<file path="src/rtl/baud_gen_pkg.sv">
package baud_gen_pkg;

   typedef enum logic [1:0] {
      PS_INT    = 2'd0,
      PS_FRAC   = 2'd1,
      PS_BYPASS = 2'd2,
      PS_RSVD   = 2'd3
   } presc_e;

   typedef enum logic [1:0] {
      PM_INT,
      PM_FRAC,
      PM_BYPASS
   } presc_mode_e;

   function automatic presc_mode_e decode_presc(input logic [1:0] sel);
      case (presc_e'(sel))
         PS_FRAC:   return PM_FRAC;
         PS_BYPASS: return PM_BYPASS;
         default:   return PM_INT;
      endcase
   endfunction

endpackage

</file>
<file path="src/rtl/bg_prescaler.sv">
module bg_prescaler
   import baud_gen_pkg::*;
#(
   parameter int unsigned PRE_INT  = 13,
   parameter int unsigned FRAC_NUM = 8,
   parameter int unsigned FRAC_DEN = 13
) (
   input  logic       clk,
   input  logic       rst_n,
   input  logic [1:0] presc_sel,
   output logic       pre_tick
);

   localparam int unsigned PW = (PRE_INT > 1) ? $clog2(PRE_INT) : 1;
   localparam int unsigned AW = $clog2(FRAC_NUM + FRAC_DEN + 1);
   localparam logic [AW-1:0] NUM_C = AW'(FRAC_NUM);
   localparam logic [AW-1:0] DEN_C = AW'(FRAC_DEN);

   presc_mode_e mode;
   logic        int_tick;
   logic        frac_tick;

   assign mode = decode_presc(presc_sel);

   // integer stage: free-running modulo counter
   generate
      if (PRE_INT > 1) begin : g_int_cnt
         localparam logic [PW-1:0] LAST = PW'(PRE_INT - 1);
         logic [PW-1:0] cnt_q;
         always_ff @(posedge clk) begin
            if (!rst_n) begin
               cnt_q <= '0;
            end else if (cnt_q == LAST) begin
               cnt_q <= '0;
            end else begin
               cnt_q <= cnt_q + PW'(1);
            end
         end
         assign int_tick = (cnt_q == LAST);
      end else begin : g_int_pass
         assign int_tick = 1'b1;
      end
   endgenerate

   // fractional stage: phase accumulator, FRAC_NUM ticks per FRAC_DEN clocks
   logic [AW-1:0] acc_q;
   logic [AW-1:0] acc_sum;

   assign acc_sum   = acc_q + NUM_C;
   assign frac_tick = (acc_sum >= DEN_C);

   always_ff @(posedge clk) begin
      if (!rst_n) begin
         acc_q <= '0;
      end else if (frac_tick) begin
         acc_q <= acc_sum - DEN_C;
      end else begin
         acc_q <= acc_sum;
      end
   end

   always_comb begin
      case (mode)
         PM_FRAC:   pre_tick = frac_tick;
         PM_BYPASS: pre_tick = 1'b1;
         default:   pre_tick = int_tick;
      endcase
   end

endmodule

</file>
<file path="src/rtl/bg_divider.sv">
module bg_divider #(
   parameter int unsigned DIV_W = 16
) (
   input  logic             clk,
   input  logic             rst_n,
   input  logic             pre_tick,
   input  logic [DIV_W-1:0] divisor,
   input  logic             div_load,
   output logic             tick_out
);

   logic [DIV_W-1:0] cnt_q;
   logic             div_zero;
   logic             terminal;

   assign div_zero = (divisor == '0);
   assign terminal = (cnt_q <= DIV_W'(1));

   always_ff @(posedge clk) begin
      if (!rst_n) begin
         cnt_q    <= '0;
         tick_out <= 1'b0;
      end else begin
         tick_out <= 1'b0;
         if (div_load) begin
            cnt_q <= divisor;
         end else if (pre_tick && !div_zero) begin
            if (terminal) begin
               cnt_q    <= divisor;
               tick_out <= 1'b1;
            end else begin
               cnt_q <= cnt_q - DIV_W'(1);
            end
         end
      end
   end

endmodule

</file>
<file path="src/rtl/bg_oversample_div.sv">
module bg_oversample_div #(
   parameter int unsigned RATIO = 16
) (
   input  logic clk,
   input  logic rst_n,
   input  logic tick_in,
   input  logic restart,
   output logic tick_out
);

   localparam int unsigned CW = (RATIO > 1) ? $clog2(RATIO) : 1;
   localparam logic [CW-1:0] LAST = CW'(RATIO - 1);

   logic [CW-1:0] cnt_q;

   always_ff @(posedge clk) begin
      if (!rst_n) begin
         cnt_q    <= '0;
         tick_out <= 1'b0;
      end else if (restart) begin
         cnt_q    <= '0;
         tick_out <= 1'b0;
      end else begin
         tick_out <= tick_in && (cnt_q == LAST);
         if (tick_in) begin
            cnt_q <= (cnt_q == LAST) ? '0 : cnt_q + CW'(1);
         end
      end
   end

endmodule

</file>
<file path="src/rtl/baud_tick_gen.sv">
module baud_tick_gen #(
   parameter int unsigned DIV_W      = 16,
   parameter int unsigned OVERSAMPLE = 16,
   parameter int unsigned PRE_INT    = 13,
   parameter int unsigned FRAC_NUM   = 8,
   parameter int unsigned FRAC_DEN   = 13
) (
   input  logic             clk,
   input  logic             rst_n,
   input  logic [1:0]       presc_sel,
   input  logic [DIV_W-1:0] divisor,
   input  logic             div_load,
   output logic             tick16x,
   output logic             tick1x
);

   generate
      if (DIV_W < 2) begin : g_bad_divw
         $error("DIV_W must be at least 2");
      end
      if (OVERSAMPLE < 2 || (OVERSAMPLE & (OVERSAMPLE - 1)) != 0) begin : g_bad_os
         $error("OVERSAMPLE must be a power of two, at least 2");
      end
      if (FRAC_NUM == 0 || FRAC_NUM >= FRAC_DEN) begin : g_bad_frac
         $error("FRAC_NUM must lie in 1..FRAC_DEN-1");
      end
      if (PRE_INT == 0) begin : g_bad_int
         $error("PRE_INT must be nonzero");
      end
   endgenerate

   logic pre_tick;

   bg_prescaler #(
      .PRE_INT  (PRE_INT),
      .FRAC_NUM (FRAC_NUM),
      .FRAC_DEN (FRAC_DEN)
   ) u_pre (
      .clk       (clk),
      .rst_n     (rst_n),
      .presc_sel (presc_sel),
      .pre_tick  (pre_tick)
   );

   bg_divider #(
      .DIV_W (DIV_W)
   ) u_div (
      .clk      (clk),
      .rst_n    (rst_n),
      .pre_tick (pre_tick),
      .divisor  (divisor),
      .div_load (div_load),
      .tick_out (tick16x)
   );

   bg_oversample_div #(
      .RATIO (OVERSAMPLE)
   ) u_os (
      .clk      (clk),
      .rst_n    (rst_n),
      .tick_in  (tick16x),
      .restart  (div_load),
      .tick_out (tick1x)
   );

endmodule

</file>
<file path="config.mk">
export PLATFORM = sky130hd
export DESIGN_NAME = baud_tick_gen
export DESIGN_NICKNAME = d
export VERILOG_FILES = /design/src/rtl/baud_gen_pkg.sv /design/src/rtl/bg_prescaler.sv /design/src/rtl/bg_divider.sv /design/src/rtl/bg_oversample_div.sv /design/src/rtl/baud_tick_gen.sv
export SDC_FILE = /design/constraint.sdc
export NUM_CORES = 1
export LEC_CHECK = 0
export BUFFER_PORTS_ARGS = -buffer_cell sky130_fd_sc_hd__buf_2
export CORE_ASPECT_RATIO = 0.9
export CORE_MARGIN = 1
export CORE_UTILIZATION = 60
export CTS_BUF_LIST = sky130_fd_sc_hd__clkbuf_2 sky130_fd_sc_hd__clkbuf_4 sky130_fd_sc_hd__clkbuf_8
export CTS_CLUSTER_SIZE = 10
export DETAILED_ROUTE_END_ITERATION = 7
export PLACE_DENSITY = 0.81
export SLEW_MARGIN = 10
export SYNTH_ARGS = -nofsm -noshare
export SYNTH_HDL_FRONTEND = slang
export SYNTH_SLANG_ARGS = --single-unit
</file>
<file path="constraint.sdc">
create_clock -name clk -period 2.4 [get_ports clk]
set_input_delay 0 -clock clk [delete_from_list [all_inputs] [get_ports clk]]
set_output_delay 0 -clock clk [all_outputs]
set_load 0.02 [all_outputs]
</file>
==> results of run 1 <==
## layer usage
layer	vias to the layer above	part of all wire
met4	0	0.011
met2	120	0.42
li1	1095	-
met1	1022	0.47
met3	9	0.10
met5	-	0
## synth_stat cells, types with 3 or more instances
master,n
sky130_fd_sc_hd__a211o_1,4
sky130_fd_sc_hd__a211oi_1,5
sky130_fd_sc_hd__buf_2,7
sky130_fd_sc_hd__nor3_1,4
sky130_fd_sc_hd__o21ai_0,16
sky130_fd_sc_hd__xor2_1,3
sky130_fd_sc_hd__and3_1,4
sky130_fd_sc_hd__nor2_1,9
sky130_fd_sc_hd__and2_1,6
sky130_fd_sc_hd__dfxtp_1,31
sky130_fd_sc_hd__ha_1,10
sky130_fd_sc_hd__inv_1,15
sky130_fd_sc_hd__or3_1,3
sky130_fd_sc_hd__nor4_1,6
sky130_fd_sc_hd__o22ai_1,13
sky130_fd_sc_hd__mux2i_1,3
sky130_fd_sc_hd__o211ai_1,10
sky130_fd_sc_hd__clkbuf_1,8
sky130_fd_sc_hd__a2111oi_2,3
sky130_fd_sc_hd__a21oi_1,8
sky130_fd_sc_hd__buf_4,3
sky130_fd_sc_hd__nand3_1,21
sky130_fd_sc_hd__a21boi_1,15
sky130_fd_sc_hd__nand2_1,30
## power by group through the flow
stage | logic [mW] | registers (mW) | clock network (mW)
4_1_cts | 0.853 | 0.679 | 0.465
5_1_grt | 0.954 | 0.690 | 0.483
3_5_place_dp | 0.846 | 0.691 | 0
6_report | 0.874 | 0.681 | 0.458
3_3_place_gp | 0.838 | 0.686 | 0
2_1_floorplan | 0.709 | 0.669 | 0
## state kept, by name, summed over array words and instances, names as in the netlist
register and flops:
u_div.cnt_q 16, u_div.tick_out 1, u_os.cnt_q 4, u_os.tick_out 1, u_pre.acc_q 5, u_pre.g_int_cnt.cnt_q 4
## final cells by class
type                            instances  share of cell area
Sequential cell                        31               0.247
Inverter                               16              0.0239
Multi-Input combinational cell        215               0.601
Tap cell                               44              0.0219
Clock inverter                          1             0.00299
Timing Repair Buffer                   29              0.0647
Clock buffer                            7              0.0383
## stage by stage
| stage | hold slack (ps) | utilization |
|---|---|---|
| final | 102 | 0.712 |
| after CTS | 94.7 | 0.712 |
| after floorplan | 153 | - |
| after global placement | 368 | 0.683 |
| after detailed placement | 385 | 0.683 |
| after global routing | 108 | 0.712 |
## worst reg2reg max path, stage by stage (launching register included)
cell	delay (ps)
sky130_fd_sc_hd__dfxtp_1	400
sky130_fd_sc_hd__inv_1	100
sky130_fd_sc_hd__ha_1	330
sky130_fd_sc_hd__or2_1	300
sky130_fd_sc_hd__nand3_1	160
sky130_fd_sc_hd__buf_4	240
sky130_fd_sc_hd__o21ai_0	130
sky130_fd_sc_hd__a211o_1	330
sky130_fd_sc_hd__a21boi_1	130
## path summary, 6_finish.rpt
kind,startpoint,endpoint,slack [ps],depth (start not counted)
worst max register to register,u_div.cnt_q[0],u_div.cnt_q[10],230,8
worst min-delay path,divisor[0],u_div.cnt_q[0],100,3
worst min register to register,u_os.cnt_q[3],u_os.tick_out,460,2
worst max-delay path,u_div.cnt_q[0],u_div.cnt_q[10],230,8
## cells by family (layout without fill, tap and decap cells)
kind of cell	count (synthesis)	count (layout)
and+or+nand+nor	101	101
buffers and inverters	37	53
adders and majority gates	10	10
DFF	31	31
AOI/OAI and AO/OA	96	96
muxes	4	4
xor gates and xnor gates	4	4
==> qor.tcl, run 1 <==
set qor(place.detailed.hpwl_um) 3680
set qor(grt_remaining_overflow) 0
set qor(post_synthesis_share_of_cell_area_spent_on_and_or_nand_and_nor_gates) 0.251
set qor(grt_start_max_net_pins) 45
set qor(via_count_of_the_first_global_routing_pass) 1833
set qor(dp_worst_setup_slack_ps) 305
set qor(postCtsSetupBuffers) 0
set qor(synth.ff_latch_count) 31
set qor(final.setup.worst_slack_ps) 226
set qor(synth.lib_cells_used.distinct) 60
set qor(synthFlopType) {sky130_fd_sc_hd__dfxtp_1}
set qor(floorplan.die_area_mm2) 0.00410
set qor(cp_max_stage_delay_ps) 400
set qor(yosys.area_share.xor_xnor) 0.0152
set qor(layout_common_cells) {31 x sky130_fd_sc_hd__dfxtp_1, 30 x sky130_fd_sc_hd__nand2_1, 22 x sky130_fd_sc_hd__buf_2, 21 x sky130_fd_sc_hd__nand3_1, 16 x sky130_fd_sc_hd__o21ai_0}
set qor(clk_path_buf_depth) 2
set qor(critical-path-top-delay-family) {compound AO/OA/AOI/OAI gates}
set qor(timing.slew.headroom) 0.617
set qor(power_density_mw_per_mm2) 801
set qor(post-route-drc-count) 0
set qor(endpoint_kind) {flip-flop}
set qor(arrival_ps) 2390
set qor(grt_setup_unrepaired) {no}
set qor(worst_hold_path_type) {in -> reg}
set qor(ff_latch_area_um2) 621
set qor(final-setup-viol-count) 0
set qor(post_synth.cell_area_avg_um2) 8.15
set qor(post_route_cells_drive_above_1_share) 0.174
set qor(warnings_from_yosys) 0
set qor(async_reset_ff_frac) 0
set qor(synth_top_cell_by_area) {sky130_fd_sc_hd__dfxtp_1}
set qor(clock-root-buffer) {sky130_fd_sc_hd__clkbuf_8}
set qor(power_leakage_nw) 0.961
set qor(cts_tree) {done}
set qor(core_region_area_mm2) 0.00353
set qor(post_synth_instance_area_mm2) 0.00231
set qor(grt_busiest_layer) {met2}
set qor(routed_wl_um) 5380
set qor(clock-skew-final_ps) 5.11
set qor(max_slew.worst_pin.slew_ps) 572
set qor(seqPwrFrac) 0.339
set qor(boundaryPins) 23
set qor(crit_chain) {inv_1 > ha_1 > or2_1 > nand3_1 > buf_4 > o21ai_0 > a211o_1 > a21boi_1}
set qor(final_common_cell) {sky130_fd_sc_hd__dfxtp_1}
set qor(port-buffer-count) 22
set qor(detail_route.vias_per_cell) 6.55
set qor(yosysSeqAreaShare) 0.269
set qor(power.share.clock) 0.227
set qor(switching_power_mw) 0.809
set qor(grt_pass1_wl_um) 8620
set qor(yosys.area.top_type_share) 0.269
set qor(wl_per_cell_um) 15.7
set qor(postSynthCellCount) 283
set qor(maxCapViolations) 0
set qor(multi_input_logic_area_mm2) 0.00151
set qor(number_of_buffers_created_by_cts) 5
set qor(grtUsageTotal) 0.280
set qor(post_synth_mux_area_share) 0.0179
set qor(fin_nets) 329
set qor(drtPass1Iterations) 4
set qor(final.min_clock_period_ps) 2170
set qor(clock-sinks) 31
set qor(synth_edf_count) 0
set qor(timing.final.crit_share) 0.906
set qor(status) {finished, final reports clean}
set qor(instances_no_fill) 343
set qor(num_antenna_cells) 0
set qor(place_inst) 335
set qor(dpl-instance-area_mm2) 0.00241
set qor(ys_top_cells_by_area) {sky130_fd_sc_hd__dfxtp_1 27%, sky130_fd_sc_hd__ha_1 5.4%, sky130_fd_sc_hd__a21boi_1 4.9%}
set qor(fmax_mhz) 460
set qor(timing.critical_path.slowest_stage_cell) {sky130_fd_sc_hd__dfxtp_1}
set qor(floorplan.initialDensity) 0.654
set qor(cts_resized) 0
set qor(routed-via-count) 2246
set qor(fin_tns_setup_ps) 0
set qor(final_hold_viol_count) 0
set qor(p_comb_frac) 0.434
set qor(cts_hold_buffers) 0
set qor(synth_top_family_by_area) {compound AO/OA/AOI/OAI gates}
set qor(highest_fanout_seen_on_the_critical_path) 18
set qor(grtUsageMet3) 0.0808
set qor(final_area_mm2) 0.00251
set qor(final-max-slew-violation-count) 0
set qor(synthesis.nets) 314
set qor(die-width_um) 67.3
set qor(cp.buffers_inverters) 2
set qor(place_congestion) 0.859
set qor(cts.htree.levels) 2
set qor(synth-adder-area-share) 0.0543
set qor(criticalPathCategory) {reg -> reg}
set qor(fillerInstances) 295
set qor(use_met2) 0.414
set qor(gr-usage-met1) 0.396
set qor(synth_compound_area_frac) 0.317
set qor(clkTransAtPathRegs_ps) 70
set qor(sw_frac_of_total) 0.402
set qor(area_delta_synth_final_pct) 9.01
set qor(rows) 20
set qor(ir_drop_mv) 0.636
set qor(clock_insertion_delay_at_the_later_pin_of_the_skew_report_ps) 280
set qor(critical_path_required_ps) 2620
set qor(total_power_mw) 2.01
set qor(intPower_mw) 1.20
set qor(drt_iter0_drc) 173
set qor(final_antenna_net_count) 0
set qor(cp-start-kind) {flip-flop}
set qor(number_of_antenna_violations_at_the_first_check_in_global_routing) 0
set qor(dieHeight_um) 60.8
(Power assumes the default switching activity.)
==> run 2: changes to the inputs <==
Settings changed: RECOVER_POWER set to 25.
==> qor.tcl, run 2 (synthesized netlist as in run 1, its figures left out) <==
set qor(final_area_mm2) 0.00251 ;# -0.15%
set qor(final-setup-viol-count) 0 ;# unchanged
set qor(routed-via-count) 2245 ;# -0.045%
set qor(detail_route.vias_per_cell) 6.55 ;# about the same
set qor(layout_common_cells) {31 x sky130_fd_sc_hd__dfxtp_1, 30 x sky130_fd_sc_hd__nand2_1, 21 x sky130_fd_sc_hd__nand3_1, 19 x sky130_fd_sc_hd__buf_2, 16 x sky130_fd_sc_hd__o21ai_0}
set qor(port-buffer-count) 22 ;# unchanged
set qor(highest_fanout_seen_on_the_critical_path) 18 ;# unchanged
set qor(ir_drop_mv) 0.637 ;# about the same
set qor(fin_nets) 329 ;# unchanged
set qor(floorplan.initialDensity) 0.654 ;# unchanged
set qor(wl_per_cell_um) 15.7 ;# about the same
set qor(fin_tns_setup_ps) 0 ;# unchanged
set qor(cts_tree) {done}
set qor(num_antenna_cells) 0 ;# unchanged
set qor(power_leakage_nw) 0.949 ;# -1.2%
set qor(ff2ff_path_depth) 8 ;# unchanged
set qor(place_congestion) 0.859 ;# unchanged
set qor(largest-register) {u_div.cnt_q}
set qor(cp_max_stage_delay_ps) 400 ;# about the same
set qor(max_slew.worst_pin.slew_ps) 565 ;# -6.50 ps
set qor(hold_path_end) {u_div.cnt_q[0]}
set qor(grt_setup_unrepaired) {no}
set qor(postCtsSetupBuffers) 0 ;# unchanged
set qor(clock-root-buffer) {sky130_fd_sc_hd__clkbuf_8}
set qor(seqPwrFrac) 0.339 ;# about the same
set qor(cp.buffers_inverters) 2 ;# unchanged
set qor(worst_hold_path_type) {in -> reg}
set qor(critical_path_required_ps) 2620 ;# about the same
set qor(final_antenna_net_count) 0 ;# unchanged
set qor(drtPass1Iterations) 5 ;# +1
set qor(grt_pass1_wl_um) 8620 ;# unchanged
set qor(grt_remaining_overflow) 0 ;# unchanged
set qor(number_of_buffers_created_by_cts) 5 ;# unchanged
set qor(number_of_antenna_violations_at_the_first_check_in_global_routing) 0 ;# unchanged
set qor(timing.final.crit_share) 0.906 ;# about the same
set qor(timing.rr.start) {u_div.cnt_q[0]}
set qor(sw_frac_of_total) 0.402 ;# about the same
set qor(grtUsageTotal) 0.280 ;# unchanged
set qor(critical-path-top-delay-family) {compound AO/OA/AOI/OAI gates}
set qor(intPower_mw) 1.20 ;# about the same
set qor(power.share.clock) 0.227 ;# about the same
set qor(max_reg_flops) 16 ;# unchanged
set qor(criticalPathCategory) {reg -> reg}
set qor(cp-start-kind) {flip-flop}
set qor(r2r-end) {u_div.cnt_q[10]}
set qor(final_common_cell) {sky130_fd_sc_hd__dfxtp_1}
set qor(boundaryPins) 23 ;# unchanged
set qor(status) {finished, final reports clean}
set qor(place.detailed.hpwl_um) 3680 ;# unchanged
set qor(post_route_cells_drive_above_1_share) 0.164 ;# -0.0100
set qor(min-delay-start) {divisor[0]}
set qor(routed_wl_um) 5380 ;# about the same
set qor(worst_hold_path.num_cells) 3 ;# unchanged
set qor(final_hold_viol_count) 0 ;# unchanged
set qor(arrival_ps) 2390 ;# about the same
set qor(crit_chain) {inv_1 > ha_1 > or2_1 > nand3_1 > buf_4 > o21ai_0 > a211o_1 > a21boi_1}
set qor(final.min_clock_period_ps) 2180 ;# +1.54 ps
set qor(dpl-instance-area_mm2) 0.00241 ;# unchanged
set qor(fmax_mhz) 460 ;# about the same
set qor(clock-skew-final_ps) 4.02 ;# -1.10 ps
set qor(largest_registers) {u_div.cnt_q x16, u_pre.acc_q x5}
set qor(timing.slew.headroom) 0.621 ;# +0.00436
set qor(rows) 20 ;# unchanged
set qor(via_count_of_the_first_global_routing_pass) 1833 ;# unchanged
set qor(power_density_mw_per_mm2) 801 ;# about the same
set qor(floorplan.die_area_mm2) 0.00410 ;# unchanged
set qor(final-max-slew-violation-count) 0 ;# unchanged
set qor(die-width_um) 67.3 ;# unchanged
set qor(cts_resized) 0 ;# unchanged
set qor(cts_hold_buffers) 0 ;# unchanged
set qor(core_region_area_mm2) 0.00353 ;# unchanged
set qor(dieHeight_um) 60.8 ;# unchanged
set qor(clk_path_buf_depth) 2 ;# unchanged
set qor(endpoint_kind) {flip-flop}
set qor(timing.critical_path.slowest_stage_cell) {sky130_fd_sc_hd__dfxtp_1}
set qor(clkTransAtPathRegs_ps) 70 ;# about the same
set qor(post-route-drc-count) 0 ;# unchanged
set qor(drt_iter0_drc) 173 ;# unchanged
set qor(switching_power_mw) 0.808 ;# -0.12%
set qor(clock_insertion_delay_at_the_later_pin_of_the_skew_report_ps) 280 ;# about the same
set qor(area_delta_synth_final_pct) 8.84
set qor(r2r_setup_slack_ps) 220 ;# about the same
set qor(grt_start_max_net_pins) 45 ;# unchanged
set qor(p_comb_frac) 0.434 ;# about the same
set qor(clock-sinks) 31 ;# unchanged
set qor(cts.htree.levels) 2 ;# unchanged
set qor(maxCapViolations) 0 ;# unchanged
[run 2: changes by cell type in the layout (fill, tap and decap cells not counted)]
cell and change:
sky130_fd_sc_hd__clkbuf_1 +3, sky130_fd_sc_hd__buf_2 -3
[run 2: per-layer routing]
| metal | routed length (µm) | vias to the layer above | track usage |
|---|---|---|---|
| li1 | - | 1095 | - |
| met1 | 2540 | 1026 | 0.396 |
| met2 | 2260 | 112 | 0.414 |
| met3 | 502 | 12 | 0.0808 |
| met4 | 68 | 0 | 0.0729 |
| met5 | 0 | - | 0 |
[run 2: cell type report]
cell class | instances | area [µm²]
Clock inverter | 1 | 7.51
Tap cell | 44 | 55.1
Timing Repair Buffer | 29 | 159
Sequential cell | 31 | 621
Inverter | 16 | 60.1
Fill cell | 295 | 1020
Multi-Input combinational cell | 215 | 1510
Clock buffer | 7 | 96.3
[run 2: worst reg2reg max path, stage by stage, from the launching register on]
cell and delay, ps:
sky130_fd_sc_hd__dfxtp_1 400, sky130_fd_sc_hd__inv_1 100, sky130_fd_sc_hd__ha_1 330, sky130_fd_sc_hd__or2_1 300, sky130_fd_sc_hd__nand3_1 160, sky130_fd_sc_hd__buf_4 240, sky130_fd_sc_hd__o21ai_0 130, sky130_fd_sc_hd__a211o_1 330
sky130_fd_sc_hd__a21boi_1 130
[run 2: worst max path at each step]
stage | cells past startpoint | to | from | slack (ps)
2_1_floorplan | 9 | u_div.cnt_q[10] | u_div.cnt_q[0] | 470
3_3_place_gp | 7 | u_div.cnt_q[6] | u_div.cnt_q[0] | 410
3_5_place_dp | 8 | u_div.cnt_q[10] | u_div.cnt_q[0] | 310
4_1_cts | 8 | u_div.cnt_q[10] | u_div.cnt_q[0] | 260
5_1_grt | 8 | u_div.cnt_q[10] | u_div.cnt_q[0] | 160
6_report | 8 | u_div.cnt_q[10] | u_div.cnt_q[0] | 220
[run 2: through the flow]
step / setup slack (ps) / util / instances / hold slack [ps] / total power, mW
floorplan: 465 / - / 283 / 153 / 1.38
global placement: 413 / 0.683 / 335 / 368 / 1.52
detailed placement: 305 / 0.683 / 335 / 385 / 1.54
CTS: 264 / 0.712 / 343 / 94.7 / 2.00
global route: 158 / 0.711 / 343 / 108 / 2.13
finish: 224 / 0.711 / 343 / 104 / 2.01
[run 2: power groups by stage]
stage | Sequential, mW | Combinational, mW | Clock (mW)
3_3_place_gp | 0.686 | 0.838 | 0
6_report | 0.682 | 0.874 | 0.456
5_1_grt | 0.690 | 0.953 | 0.483
2_1_floorplan | 0.669 | 0.709 | 0
3_5_place_dp | 0.691 | 0.846 | 0
4_1_cts | 0.679 | 0.853 | 0.465
==> run 3: changes to the inputs <==
Settings changed: SETUP_SLACK_MARGIN set to 0.4.
==> qor.tcl, run 3 (synthesized netlist as in run 1, its figures left out) <==
set qor(wl_per_cell_um) 17.2 ;# +9.7%
set qor(place_congestion) 0.859 ;# unchanged
set qor(final_area_mm2) 0.00264 ;# +5.0%
set qor(dpl-instance-area_mm2) 0.00241 ;# unchanged
set qor(critical_path_required_ps) 2560 ;# -60 ps
set qor(final_common_cell) {sky130_fd_sc_hd__nand2_1}
set qor(worst_hold_path_type) {in -> reg}
set qor(crit_chain) {nor4_4 > and2_2 > buf_4 > a32oi_1 > o211ai_1 > a21boi_1}
set qor(final.min_clock_period_ps) 2010 ;# -163 ps
set qor(boundaryPins) 23 ;# unchanged
set qor(floorplan.die_area_mm2) 0.00410 ;# unchanged
set qor(routed_wl_um) 6040 ;# +12%
set qor(grt_pass1_wl_um) 8900 ;# +3.3%
set qor(power_density_mw_per_mm2) 821 ;# +2.5%
set qor(power_leakage_nw) 0.996 ;# +4.9%
set qor(detailroute.wirelength.met3_um) 646 ;# +29%
set qor(drtPass1Iterations) 6 ;# +1
set qor(layout_common_cells) {29 x sky130_fd_sc_hd__nand2_1, 28 x sky130_fd_sc_hd__dfxtp_1, 20 x sky130_fd_sc_hd__nand3_1, 19 x sky130_fd_sc_hd__buf_2}
set qor(routed-via-count) 2391 ;# +6.5%
set qor(rows) 20 ;# unchanged
set qor(arrival_ps) 2170 ;# -220 ps
set qor(port-buffer-count) 22 ;# unchanged
set qor(ir_drop_mv) 0.658 ;# +3.3%
set qor(floorplan.initialDensity) 0.654 ;# unchanged
set qor(die-width_um) 67.3 ;# unchanged
set qor(cp_max_stage_delay_ps) 490 ;# +90 ps
set qor(clock-root-buffer) {sky130_fd_sc_hd__clkbuf_8}
set qor(timing.critical_path.slowest_stage_cell) {sky130_fd_sc_hd__nor4_4}
set qor(number_of_buffers_created_by_cts) 5 ;# unchanged
set qor(final_antenna_net_count) 0 ;# unchanged
set qor(clkTransAtPathRegs_ps) 70 ;# about the same
set qor(grt_start_max_net_pins) 45 ;# unchanged
set qor(number_of_antenna_violations_at_the_first_check_in_global_routing) 0 ;# unchanged
set qor(area_delta_synth_final_pct) 14.3
set qor(cp-start-kind) {flip-flop}
set qor(clock_insertion_delay_at_the_later_pin_of_the_skew_report_ps) 280 ;# about the same
set qor(cts_tree) {done}
set qor(via_count_of_the_first_global_routing_pass) 1917 ;# +4.6%
set qor(fin_tns_setup_ps) 0 ;# unchanged
set qor(grtUsageTotal) 0.291 ;# +0.0107
set qor(clock-skew-final_ps) 4.78 ;# +0.761 ps
set qor(fin_nets) 337 ;# +2.4%
set qor(final-max-slew-violation-count) 0 ;# unchanged
set qor(dp_worst_setup_slack_ps) 305 ;# unchanged
set qor(largest_registers) {u_div.cnt_q x16, u_pre.acc_q x5}
set qor(dieHeight_um) 60.8 ;# unchanged
set qor(place.detailed.hpwl_um) 3680 ;# unchanged
set qor(final_hold_viol_count) 0 ;# unchanged
set qor(post_route_cells_drive_above_1_share) 0.221 ;# +0.0576
set qor(final.setup.worst_slack_ps) 388 ;# +163 ps
set qor(clk_path_buf_depth) 2 ;# unchanged
set qor(final-setup-viol-count) 0 ;# unchanged
set qor(grt_setup_unrepaired) {yes}
set qor(status) {finished, final reports clean}
set qor(post-route-drc-count) 0 ;# unchanged
set qor(largest-register) {u_div.cnt_q}
set qor(highest_fanout_seen_on_the_critical_path) 12 ;# -6
set qor(max_reg_flops) 16 ;# unchanged
set qor(max_slew.worst_pin.slew_ps) 639 ;# +73.4 ps
set qor(met2WireLength_um) 2600 ;# +15%
set qor(criticalPathCategory) {reg -> reg}
set qor(num_antenna_cells) 0 ;# unchanged
set qor(maxCapViolations) 0 ;# unchanged
set qor(timing.slew.headroom) 0.572 ;# -0.0493
set qor(cts.htree.levels) 2 ;# unchanged
set qor(fmax_mhz) 497 ;# +8.1%
set qor(grt_remaining_overflow) 0 ;# unchanged
set qor(core_region_area_mm2) 0.00353 ;# unchanged
set qor(drt_iter0_drc) 192 ;# +11%
set qor(top_signal_layer_used) {met4}
set qor(endpoint_kind) {flip-flop}
set qor(detail_route.vias_per_cell) 6.81 ;# +4.1%
set qor(clock-sinks) 31 ;# unchanged
set qor(wirelength_met1_um) 2630 ;# +3.5%
set qor(timing.final.crit_share) 0.838 ;# -0.0680
-- run 3: power breakdown --
part	switching [mW]	internal, mW
combinational	0.583	0.429
clock	0.202	0.261
sequential	0.0954	0.593
-- run 3: metrics by stage --
step | power (mW) | hold WS (ps) | utilization | instances
after floorplan | 1.38 | 153 | - | 283
after global placement | 1.52 | 368 | 0.683 | 335
after detailed placement | 1.54 | 385 | 0.683 | 335
after CTS | 2.03 | 94.7 | 0.723 | 347
after global routing | 2.27 | 108 | 0.747 | 351
final | 2.16 | 103 | 0.747 | 351
-- run 3: worst max-delay path: cells and delay by family (launching register included) --
kind                   cells  cell delay (ps)
buffers and inverters      1              240
AND/OR/NAND/NOR            2              840
AO/OA/AOI/OAI              3              440
flip-flops                 1              360
-- run 3: area by class of cell --
class                           count  area [µm²]
Sequential cell                    31         624
Clock buffer                        7        96.3
Multi-Input combinational cell    216        1580
Fill cell                         269         893
Inverter                           16        60.1
Tap cell                           44        55.1
Timing Repair Buffer               36         215
Clock inverter                      1        7.51
-- run 3: metal layers --
layer,GRT usage,up-vias
met5,0,-
met4,0.112,0
met3,0.0752,30
met2,0.429,158
met1,0.404,1095
li1,-,1108
-- run 3: timing repair --
| action | in CTS | in global routing |
|---|---|---|
| setup endpoints to repair | 8 | 15 |
| cloned | 0 | 1 |
| hold buffers | 0 | 0 |
| pin swaps | 0 | 3 |
| setup buffers | 4 | 3 |
| resized for setup | 2 | 13 |
-- run 3: final timing paths --
check        slack, ps  cells after the start             end       startpoint
max                390                      6  u_div.cnt_q[9]  u_div.cnt_q[11]
min                100                      3  u_div.cnt_q[0]       divisor[0]
max reg2reg        390                      6  u_div.cnt_q[9]  u_div.cnt_q[11]
min reg2reg        460                      2   u_os.tick_out    u_os.cnt_q[3]
